### config.mk
export PLATFORM = sky130hd
export DESIGN_NAME = dco_tap_modulator
export DESIGN_NICKNAME = d
export VERILOG_FILES = /design/src/rtl/dcomod_pkg.sv /design/src/rtl/dcomod_frame_ctrl.sv /design/src/rtl/dcomod_tap_datapath.sv /design/src/rtl/dco_tap_modulator.sv
export SDC_FILE = /design/constraint.sdc
export NUM_CORES = 1
export LEC_CHECK = 0
export BUFFER_PORTS_ARGS = -buffer_cell sky130_fd_sc_hd__clkbuf_2
export CORE_UTILIZATION = 25
export DETAILED_ROUTE_END_ITERATION = 8
export SLEW_MARGIN = 5
export SYNTH_ARGS = -nofsm -noshare
export SYNTH_HDL_FRONTEND = slang
export SYNTH_SLANG_ARGS = --single-unit
export TNS_END_PERCENT = 5
### constraint.sdc
create_clock -name clk -period 2.3 [get_ports clk]
set_input_delay 0.23 -clock clk [delete_from_list [all_inputs] [get_ports clk]]
set_output_delay 0.23 -clock clk [all_outputs]
set_load 0.03 [all_outputs]
### src/rtl/dcomod_pkg.sv
package dcomod_pkg;
  // Strobes from the frame sequencer to the modulation datapath
  typedef struct packed {
    logic frameFirst;  // first cycle of a frame
    logic frameLast;   // last cycle of a frame: setting capture point
  } frameStrobe_t;
endpackage

### src/rtl/dcomod_frame_ctrl.sv
module dcomod_frame_ctrl
  import dcomod_pkg::*;
#(
  parameter int MOD_W = 5
) (
  input  logic         clk,
  input  logic         rstN,
  output frameStrobe_t strobe
);
  logic [MOD_W-1:0] frameCnt;

  // Free-running frame position, natural wrap at 2**MOD_W
  always_ff @(posedge clk) begin
    if (!rstN) frameCnt <= '0;
    else       frameCnt <= frameCnt + MOD_W'(1);
  end

  always_comb begin
    strobe.frameFirst = (frameCnt == '0);
    strobe.frameLast  = (frameCnt == '1);
  end

  assert_frame_wrap_R9: assert property (@(posedge clk) disable iff (!rstN)
    (frameCnt == '1) |=> (frameCnt == '0));
  assert_frame_step_R9: assert property (@(posedge clk) disable iff (!rstN)
    (frameCnt != '1) |=> (frameCnt == $past(frameCnt) + MOD_W'(1)));
endmodule

### src/rtl/dcomod_tap_datapath.sv
module dcomod_tap_datapath
  import dcomod_pkg::*;
#(
  parameter int STEP_W    = 3,
  parameter int MOD_W     = 5,
  parameter int RANGE_W   = 4,
  parameter int STEP_RST  = 3,
  parameter int MOD_RST   = 0,
  parameter int RANGE_RST = 7,
  localparam int CFG_W    = STEP_W + MOD_W
) (
  input  logic               clk,
  input  logic               rstN,
  input  frameStrobe_t       strobe,
  input  logic [CFG_W-1:0]   cfgWord,
  input  logic [RANGE_W-1:0] rangeSel,
  input  logic               extResMode,
  output logic [RANGE_W-1:0] tapRange,
  output logic [STEP_W-1:0]  tapStep
);
  localparam logic [STEP_W-1:0] TOP_STEP = {STEP_W{1'b1}};
  localparam logic [MOD_W-1:0]  HALF     = MOD_W'(1 << (MOD_W - 1));

  logic [STEP_W-1:0]  stepQ;
  logic [MOD_W-1:0]   modQ;
  logic [RANGE_W-1:0] rangeQ;
  logic               resQ;
  logic [MOD_W-1:0]   accQ;
  logic [MOD_W:0]     phaseSum;
  logic               useHigher;

  // Setting shadow: captured only at the frame end
  always_ff @(posedge clk) begin
    if (!rstN) begin
      stepQ  <= STEP_W'(STEP_RST);
      modQ   <= MOD_W'(MOD_RST);
      rangeQ <= RANGE_W'(RANGE_RST);
      resQ   <= 1'b0;
    end else if (strobe.frameLast) begin
      stepQ  <= cfgWord[CFG_W-1:MOD_W];
      modQ   <= cfgWord[MOD_W-1:0];
      rangeQ <= rangeSel;
      resQ   <= extResMode;
    end
  end

  // Phase accumulator: adding MOD per cycle over 2**MOD_W cycles yields
  // exactly MOD carries and returns to zero at the frame end
  assign phaseSum = {1'b0, accQ} + {1'b0, modQ};

  always_ff @(posedge clk) begin
    if (!rstN) accQ <= '0;
    else       accQ <= phaseSum[MOD_W-1:0];
  end

  assign useHigher = phaseSum[MOD_W] && (stepQ != TOP_STEP);
  assign tapStep   = stepQ + STEP_W'(useHigher);

  generate
    if (RANGE_W > 1) begin : g_rangeMask
      assign tapRange = resQ ? {1'b0, rangeQ[RANGE_W-2:0]} : rangeQ;
    end else begin : g_rangeOne
      assign tapRange = resQ ? '0 : rangeQ;
    end
  endgenerate

  assert_acc_frame_start_R3: assert property (@(posedge clk) disable iff (!rstN)
    strobe.frameFirst |-> (accQ == '0));
  assert_top_step_hold_R4: assert property (@(posedge clk) disable iff (!rstN)
    (stepQ == TOP_STEP) |-> (tapStep == TOP_STEP));
  assert_step_adjacent_R5: assert property (@(posedge clk) disable iff (!rstN)
    (tapStep == stepQ) || (tapStep == stepQ + STEP_W'(1)));
  assert_spread_low_R6: assert property (@(posedge clk) disable iff (!rstN)
    (useHigher && (modQ <= HALF) && !strobe.frameLast) |=> !useHigher);
  assert_spread_high_R6: assert property (@(posedge clk) disable iff (!rstN)
    (!useHigher && (stepQ != TOP_STEP) && (modQ >= HALF) && !strobe.frameLast)
      |=> useHigher);
  assert_range_mask_R7: assert property (@(posedge clk) disable iff (!rstN)
    resQ |-> !tapRange[RANGE_W-1]);
  assert_shadow_hold_R8: assert property (@(posedge clk) disable iff (!rstN)
    !strobe.frameLast |=> ($stable(stepQ) && $stable(modQ) &&
                           $stable(rangeQ) && $stable(resQ)));
endmodule

### src/rtl/dco_tap_modulator.sv
module dco_tap_modulator
  import dcomod_pkg::*;
#(
  parameter int STEP_W    = 3,
  parameter int MOD_W     = 5,
  parameter int RANGE_W   = 4,
  parameter int STEP_RST  = 3,
  parameter int MOD_RST   = 0,
  parameter int RANGE_RST = 7,
  localparam int CFG_W    = STEP_W + MOD_W
) (
  input  logic               clk,
  input  logic               rstN,
  input  logic [CFG_W-1:0]   cfgWord,
  input  logic [RANGE_W-1:0] rangeSel,
  input  logic               extResMode,
  output logic [RANGE_W-1:0] tapRange,
  output logic [STEP_W-1:0]  tapStep
);
  frameStrobe_t strobe;

  dcomod_frame_ctrl #(.MOD_W(MOD_W)) u_ctrl (
    .clk    (clk),
    .rstN   (rstN),
    .strobe (strobe)
  );

  dcomod_tap_datapath #(
    .STEP_W(STEP_W), .MOD_W(MOD_W), .RANGE_W(RANGE_W),
    .STEP_RST(STEP_RST), .MOD_RST(MOD_RST), .RANGE_RST(RANGE_RST)
  ) u_dp (
    .clk        (clk),
    .rstN       (rstN),
    .strobe     (strobe),
    .cfgWord    (cfgWord),
    .rangeSel   (rangeSel),
    .extResMode (extResMode),
    .tapRange   (tapRange),
    .tapStep    (tapStep)
  );
endmodule

==> impl_metrics.tcl, run 1 <==
set metrics [dict create \
    synth.distinct_cells 23 \
    clk_latency_ns 0.26 \
    peakVddDrop_mv 0.2877 \
    seqPwrFrac 0.602 \
    synthesis.instances 95 \
    yosysSeqAreaShare 0.4471 \
    io_pins 22 \
    slowest_delay_ns 0.33 \
    avgSynthCellArea_um2 10.84 \
    regArea_um2 462.9 \
    vias_per_cell 4.170 \
    fin_crit_sh 0.9603 \
    die_h_um 66.18 \
    leakagePower_nw 0.5693 \
    synth_compound_area_frac 0.03524 \
    detail_route.wl_per_cell_um 10.08 \
    stdcell_area_um2 1244 \
    met3_usage 0.02069 \
    synthFlopType "dfxtp_1" \
    end_kind "output pin" \
    finalSetupViolCount 0 \
    n_fill_cell 392 \
    antenna_found_initial 0 \
    status "finished, final reports clean" \
    dpl-instance-area_um2 1152 \
    rows 22 \
    worstSetupPathType "flip-flop to output pin" \
    p_sw_w 0.0001359 \
    fin_nets 143 \
    slew_viol_final 0 \
    synth_top_family_by_area "simple AND/OR/NAND/NOR gates" \
    arrival_ns 1.98 \
    grtUsageMet1 0.08949 \
    cts_buffers 3 \
    critical_path_buf_inv_count 1 \
    cts_tree "done" \
    chipWidth_um 66.18 \
    path_clk_slew_ns 0.08 \
    mappedNetlistNets 120 \
    p_int_w 0.0005376 \
    drc_errors 0 \
    htree_num_levels 1 \
    max-cap-violations 0 \
    synth-xor-area-share 0.03402 \
    crit_fanout 2 \
    async_flop_share 0 \
    grtUsageMet2 0.1454 \
    multi_input_area_um2 536.8 \
    yosysWarnings 0 \
    portBuffers 21 \
    hpwl_mm 1.241 \
    hold_viol 0 \
    netlist_area_um2 1030 \
    clock_path_buffers 2 \
    synth_edf_count 0 \
    grt_pass1_wl_mm 2.697 \
    gp_congestion 0.7307 \
    clock-root-buffer "clkbuf_8" \
    final_antenna_net_count 0 \
    syn_to_final_growth_pct 20.78 \
    vias 688 \
    power_density_nw_per_um2 541.5 \
    gr-max-usage-layer "met2" \
    cp_slowest_cell "dfxtp_2" \
    wl_mm 1.664 \
    period_minus_slack_ns 2.209 \
    critPathLaunchType "flip-flop" \
    grt_pass1_vias 652 \
    die-area_um2 4380 \
    grt_max_degree 25 \
    switching_share 0.2018 \
    synth-simple-area-share 0.1701 \
    p_clk_frac 0.361 \
    dr.pass1.iters 2 \
    overflow 0 \
    cp_top_family "adder cells" \
    grt.total_usage 0.08078 \
    crit_chain "ha_1, a211o_1, nand3_2, a21oi_1, ha_1, ha_1, xor2_1, buf_4" \
    hold_buffers 0 \
    hp-class "input port to flip-flop" \
    crit_top_cell "ha_1" \
    synth-seq-cells 23 \
    fmax_mhz 452.7 \
    combPwrFrac 0.038 \
    diodes 0 \
    clock_sinks 23 \
    synthMuxAreaShare 0.1361 \
    finClkSkew_ns 0.004460 \
    slew_headroom 0.7435 \
    start_util 0.2711 \
    core_area_um2 3799 \
    critical_path_required_ns 2.07 \
    utilization 0.3274 \
    drtIter0Drc 6 \
    tightest_slew_ns 0.3848 \
    post_route_cells_drive_above_1_share 0.2821 \
    synth_fa_ha_area_frac 0.1288 \
]
-- Yosys cell counts, types with 3 or more instances --
master / number / area (um2)
nand2_1: 6 / 22.52
xor2_1: 3 / 26.28
nand3_1: 3 / 15.01
mux2i_1: 14 / 140.1
dfxtp_1: 23 / 460.4
ha_1: 9 / 112.6
and2_1: 7 / 43.79
buf_4: 4 / 30.03
a21oi_1: 3 / 15.01
nor2b_1: 10 / 62.56
-- worst paths after layout --
check,end,from,depth (start not counted),slack (ns)
max,tapStep[2],u_dp.accQ[1]$_SDFF_PN0_,8,0.09
min,u_dp.stepQ[0]$_SDFFE_PN1N_,cfgWord[5],3,0.19
max reg2reg,u_dp.stepQ[1]$_SDFFE_PN1N_,u_ctrl.frameCnt[0]$_SDFF_PN0_,6,0.68
min reg2reg,u_ctrl.frameCnt[0]$_SDFF_PN0_,u_ctrl.frameCnt[0]$_SDFF_PN0_,1,0.46
-- final cells by class --
class	count	share of cell area
clock inverters	1	0.004024
repair buffers	25	0.1107
multi-input cells	65	0.4316
flip-flops and latches	23	0.3722
clock buffers	3	0.03320
well taps	48	0.04829
-- sequential cells by signal (all words and copies together) (netlist names) --
name             cells
u_ctrl.frameCnt      5
u_dp.accQ            5
u_dp.modQ            5
u_dp.rangeQ          4
u_dp.stepQ           3
u_dp.resQ            1
-- repair_timing --
item                       4_1_cts  5_1_grt
setup endpoints to repair        1        2
setup buffers                    0        3
pin swaps                        0        2
gates resized for setup          3        3
hold endpoints to repair         0        0
-- power by group through the flow --
stage | logic (W) | registers [W] | clock network [W]
after floorplan | 0.0000118 | 0.000414 | 0
after global placement | 0.0000251 | 0.000414 | 0
after detailed placement | 0.0000260 | 0.000415 | 0
after CTS | 0.0000262 | 0.000405 | 0.000248
after global routing | 0.0000292 | 0.000406 | 0.000268
final | 0.0000256 | 0.000405 | 0.000243
-- layout by cell type (no fill, tap or decap), types with 2 or more instances in the layout --
| cell | synthesis | routed |
|---|---|---|
| dfxtp_1 | 23 | 21 |
| clkbuf_2 | 0 | 20 |
| mux2i_1 | 14 | 14 |
| nor2b_1 | 10 | 10 |
| ha_1 | 9 | 8 |
| and2_1 | 7 | 7 |
| nand2_1 | 6 | 6 |
| buf_4 | 4 | 5 |
| a21oi_1 | 3 | 3 |
| xor2_1 | 3 | 3 |
| clkbuf_8 | 0 | 3 |
| nand3_1 | 3 | 2 |
| dfxtp_2 | 0 | 2 |
-- stage by stage --
step                      setup slack, ns   TNS [ns]  hold slack (ns)  instances  power (W)
after floorplan                    0.1884          0           0.3577         95  0.0004258
after global routing            -0.001843  -0.001843           0.1972        165  0.0007032
after global placement             0.2951          0           0.4347        158  0.0004395
after detailed placement           0.2602          0           0.4500        158  0.0004406
after CTS                      0.00003664          0           0.1878        162  0.0006797
final                             0.09126          0           0.1872        165  0.0006735
-- worst register-to-register path, delay by kind of cell, from the launching register on --
family / cells / cell delay (ns)
fa+ha+maj: 2 / 0.41
flops: 1 / 0.36
simple gates: 2 / 0.23
buf+inv: 1 / 0.26
mux: 1 / 0.24
-- kinds of logic (layout without fill, tap and decap cells) --
kind of cell    count (synthesis)  count (layout)
flops                          23              23
mux                            14              14
xor+xnor                        4               4
buf+inv                         7              29
fa+ha+maj                      10              10
compound gates                  6               6
simple gates                   31              31
-- layer usage --
metal | routed length [um] | share of wire
met1 | 791 | 0.48
met2 | 787 | 0.47
met3 | 57 | 0.034
met4 | 27 | 0.016
met5 | 0 | 0
Note: power is estimated with default switching activity, not from simulation.
==> run 2: changes to the inputs <==
--- a/config.mk
+++ b/config.mk
@@ -5,9 +5,11 @@
 export SDC_FILE = /design/constraint.sdc
 export NUM_CORES = 1
 export LEC_CHECK = 0
+export ABC_AREA = 1
 export BUFFER_PORTS_ARGS = -buffer_cell sky130_fd_sc_hd__clkbuf_2
 export CORE_UTILIZATION = 25
 export DETAILED_ROUTE_END_ITERATION = 8
+export GPL_TIMING_DRIVEN = 1
 export SLEW_MARGIN = 5
 export SYNTH_ARGS = -nofsm -noshare
 export SYNTH_HDL_FRONTEND = slang
==> impl_metrics.tcl, run 2 <==
set metrics [dict create \
    dr.pass1.iters 4 \
    grt_max_degree 24 \
    diodes 0 \
    end_kind "output pin" \
    final.setup.tns_ns 0 \
    synth_compound_area_frac 0.07317 \
    fin_ws_ns 0.1720 \
    fmax_mhz 469.9 \
    hp-class "input port to flip-flop" \
    worstSetupPathType "flip-flop to output pin" \
    wl_mm 1.842 \
    max-cap-violations 0 \
    portBuffers 21 \
    startpoint "u_dp.modQ[2]$_SDFFE_PN0N_" \
    gp_congestion 0.7035 \
    arrival_ns 1.90 \
    synthMuxAreaShare 0 \
    grt.total_usage 0.09708 \
    synthFlopType "dfxtp_1" \
    synthesis.instances 128 \
    netlist_area_um2 1026 \
    rr_endpoint "u_dp.rangeQ[3]$_SDFFE_PN0N_" \
    critical_path_required_ns 2.07 \
    hold_path_depth 3 \
    status "finished, final reports clean" \
    stdcell_area_um2 1182 \
    synth_fa_ha_area_frac 0.1293 \
    yosysSeqAreaShare 0.4488 \
    synth_top_area_cell "dfxtp_1" \
    critPathLaunchType "flip-flop" \
    tightest_slew_ns 0.4371 \
    chipWidth_um 66.06 \
    placed_cells 190 \
    avgSynthCellArea_um2 8.016 \
    drc_errors 0 \
    leakagePower_nw 0.6362 \
    die_h_um 66.06 \
    overflow 0 \
    reg2reg_slack_ns 0.46 \
    fin_nets 172 \
    synth_top_family_by_area "simple AND/OR/NAND/NOR gates" \
    start_util 0.2701 \
    cts_buffers 3 \
    layout_common_cells "25 x nor2_1, 25 x nand2_1, 23 x dfxtp_1" \
    async_flop_share 0 \
    clk_latency_ns 0.26 \
    ys_top_cells_by_count "25 x nand2_1, 25 x nor2_1, 23 x dfxtp_1" \
    dpl-instance-area_um2 1134 \
    stdcell_count 194 \
    cts_tree "done" \
    netlist.area_leader.share 0.4488 \
    yosysWarnings 0 \
    htree_num_levels 1 \
    drtIter0Drc 44 \
    worstReg2RegStart "u_ctrl.frameCnt[0]$_SDFF_PN0_" \
    finalSetupViolCount 0 \
    clock_sinks 23 \
    io_pins 22 \
    fin_crit_sh 0.9252 \
    syn_to_final_growth_pct 15.24 \
    hpwl_mm 1.337 \
    n_fill_cell 427 \
    die-area_um2 4364 \
    slew_viol_final 0 \
    finClkSkew_ns 0.004572 \
    power_density_nw_per_um2 574.9 \
    reg_top3 "u_ctrl.frameCnt x5, u_dp.accQ x5, u_dp.modQ x5" \
    pre_cts_ws_ns 0.3990 \
    path_clk_slew_ns 0.08 \
    final_antenna_net_count 0 \
    crit_path_end "tapStep[2]" \
    rows 22 \
    period_minus_slack_ns 2.128 \
    synth.distinct_cells 16 \
    r2r_cells 7 \
    peakVddDrop_mv 0.1644 \
    detail_route.wl_per_cell_um 9.495 \
    vias 802 \
    synth_edf_count 0 \
    clock-root-buffer "clkbuf_8" \
    crit_fanout 3 \
    hold_viol 0 \
    antenna_found_initial 0 \
    grt_pass1_wl_mm 3.139 \
    grt_pass1_vias 743 \
    synth.top_cells.by_area "dfxtp_1 45%, ha_1 11%, nand2_1 9.1%" \
    vias_per_cell 4.134 \
    synth-seq-cells 23 \
    synth-xor-area-share 0.008537 \
    mappedNetlistNets 153 \
    clock_path_buffers 2 \
    hold_buffers 0 \
    rsz0062_at_grt "false" \
    core_area_um2 3799 \
    synth-simple-area-share 0.2439 \
    post_route_cells_drive_above_1_share 0.1781 \
    slew_headroom 0.7083 \
]
-- run 2: changes by cell type after synthesis, sizes merged, moves of 2 or more --
| cell | previous run | this run |
|---|---|---|
| inv | 0 | 11 |
| and2 | 7 | 0 |
| nand3 | 3 | 9 |
| a21oi | 3 | 6 |
| xor2 | 3 | 1 |
| o21ai | 1 | 9 |
| nand2 | 6 | 25 |
| nor2 | 1 | 25 |
| mux2i | 14 | 0 |
| nor2b | 10 | 0 |
-- run 2: kinds of logic after synthesis --
group           count (synthesis)
flops                          23
fa+ha+maj                      10
compound gates                 15
buf+inv                        18
xor+xnor                        1
simple gates                   61
-- run 2: worst min-delay path by stage --
stage | endpoint | from | slack, ns
final | u_dp.rangeQ[2]$_SDFFE_PN1N_ | rangeSel[2] | 0.18
after detailed placement | u_ctrl.frameCnt[0]$_SDFF_PN0_ | u_ctrl.frameCnt[0]$_SDFF_PN0_ | 0.44
after global routing | u_dp.stepQ[1]$_SDFFE_PN1N_ | cfgWord[6] | 0.19
after floorplan | u_dp.rangeQ[0]$_SDFFE_PN1N_ | rangeSel[0] | 0.36
after CTS | u_dp.rangeQ[2]$_SDFFE_PN1N_ | rangeSel[2] | 0.18
after global placement | u_ctrl.frameCnt[0]$_SDFF_PN0_ | u_ctrl.frameCnt[0]$_SDFF_PN0_ | 0.43
-- run 2: through the flow --
stage / total power, W / hold WS [ns] / utilization
after floorplan: 0.0004276 / 0.3563 / -
after global placement: 0.0004409 / 0.4338 / 0.2984
after detailed placement: 0.0004407 / 0.4437 / 0.2984
after CTS: 0.0006922 / 0.1751 / 0.3106
after global routing: 0.0007120 / 0.1863 / 0.3113
final: 0.0006798 / 0.1803 / 0.3113
-- run 2: report_power, final --
part | total (W) | switching (W) | internal [W]
Clock | 0.000249 | 0.000128 | 0.000121
Sequential | 0.000405 | 0.00000250 | 0.000402
Combinational | 0.0000266 | 0.0000139 | 0.0000127
-- run 2: what timing repair did --
item                                    in CTS  in global routing
gates resized for setup                      0                  3
setup buffers                                0                  0
endpoints found under the setup margin       0                  1
-- run 2: area by class of cell --
type	count	area [um2]	area share
clock buffers	3	41.29	0.03492
inverters	11	41.29	0.03492
flip-flops and latches	23	460.4	0.3894
clock inverters	1	5.005	0.004233
repair buffers	21	107.6	0.09101
multi-input cells	87	466.7	0.3947
well taps	48	60.06	0.05079
-- run 2: critical path: stages, from the launching register on --
cell and delay [ns]:
dfxtp_1 0.32, ha_1 0.30, inv_1 0.04, nand2_1 0.10
nand3_1 0.09, a21oi_1 0.15, ha_1 0.17, ha_1 0.15
xor2_1 0.14, buf_4 0.17
-- run 2: layer usage --
layer / track usage / routed length [um] / share of wire
met5: 0 / 0 / 0
met4: 0.03989 / 8 / 0.0043
met3: 0.03103 / 95 / 0.052
met2: 0.1569 / 821 / 0.45
met1: 0.1178 / 916 / 0.50
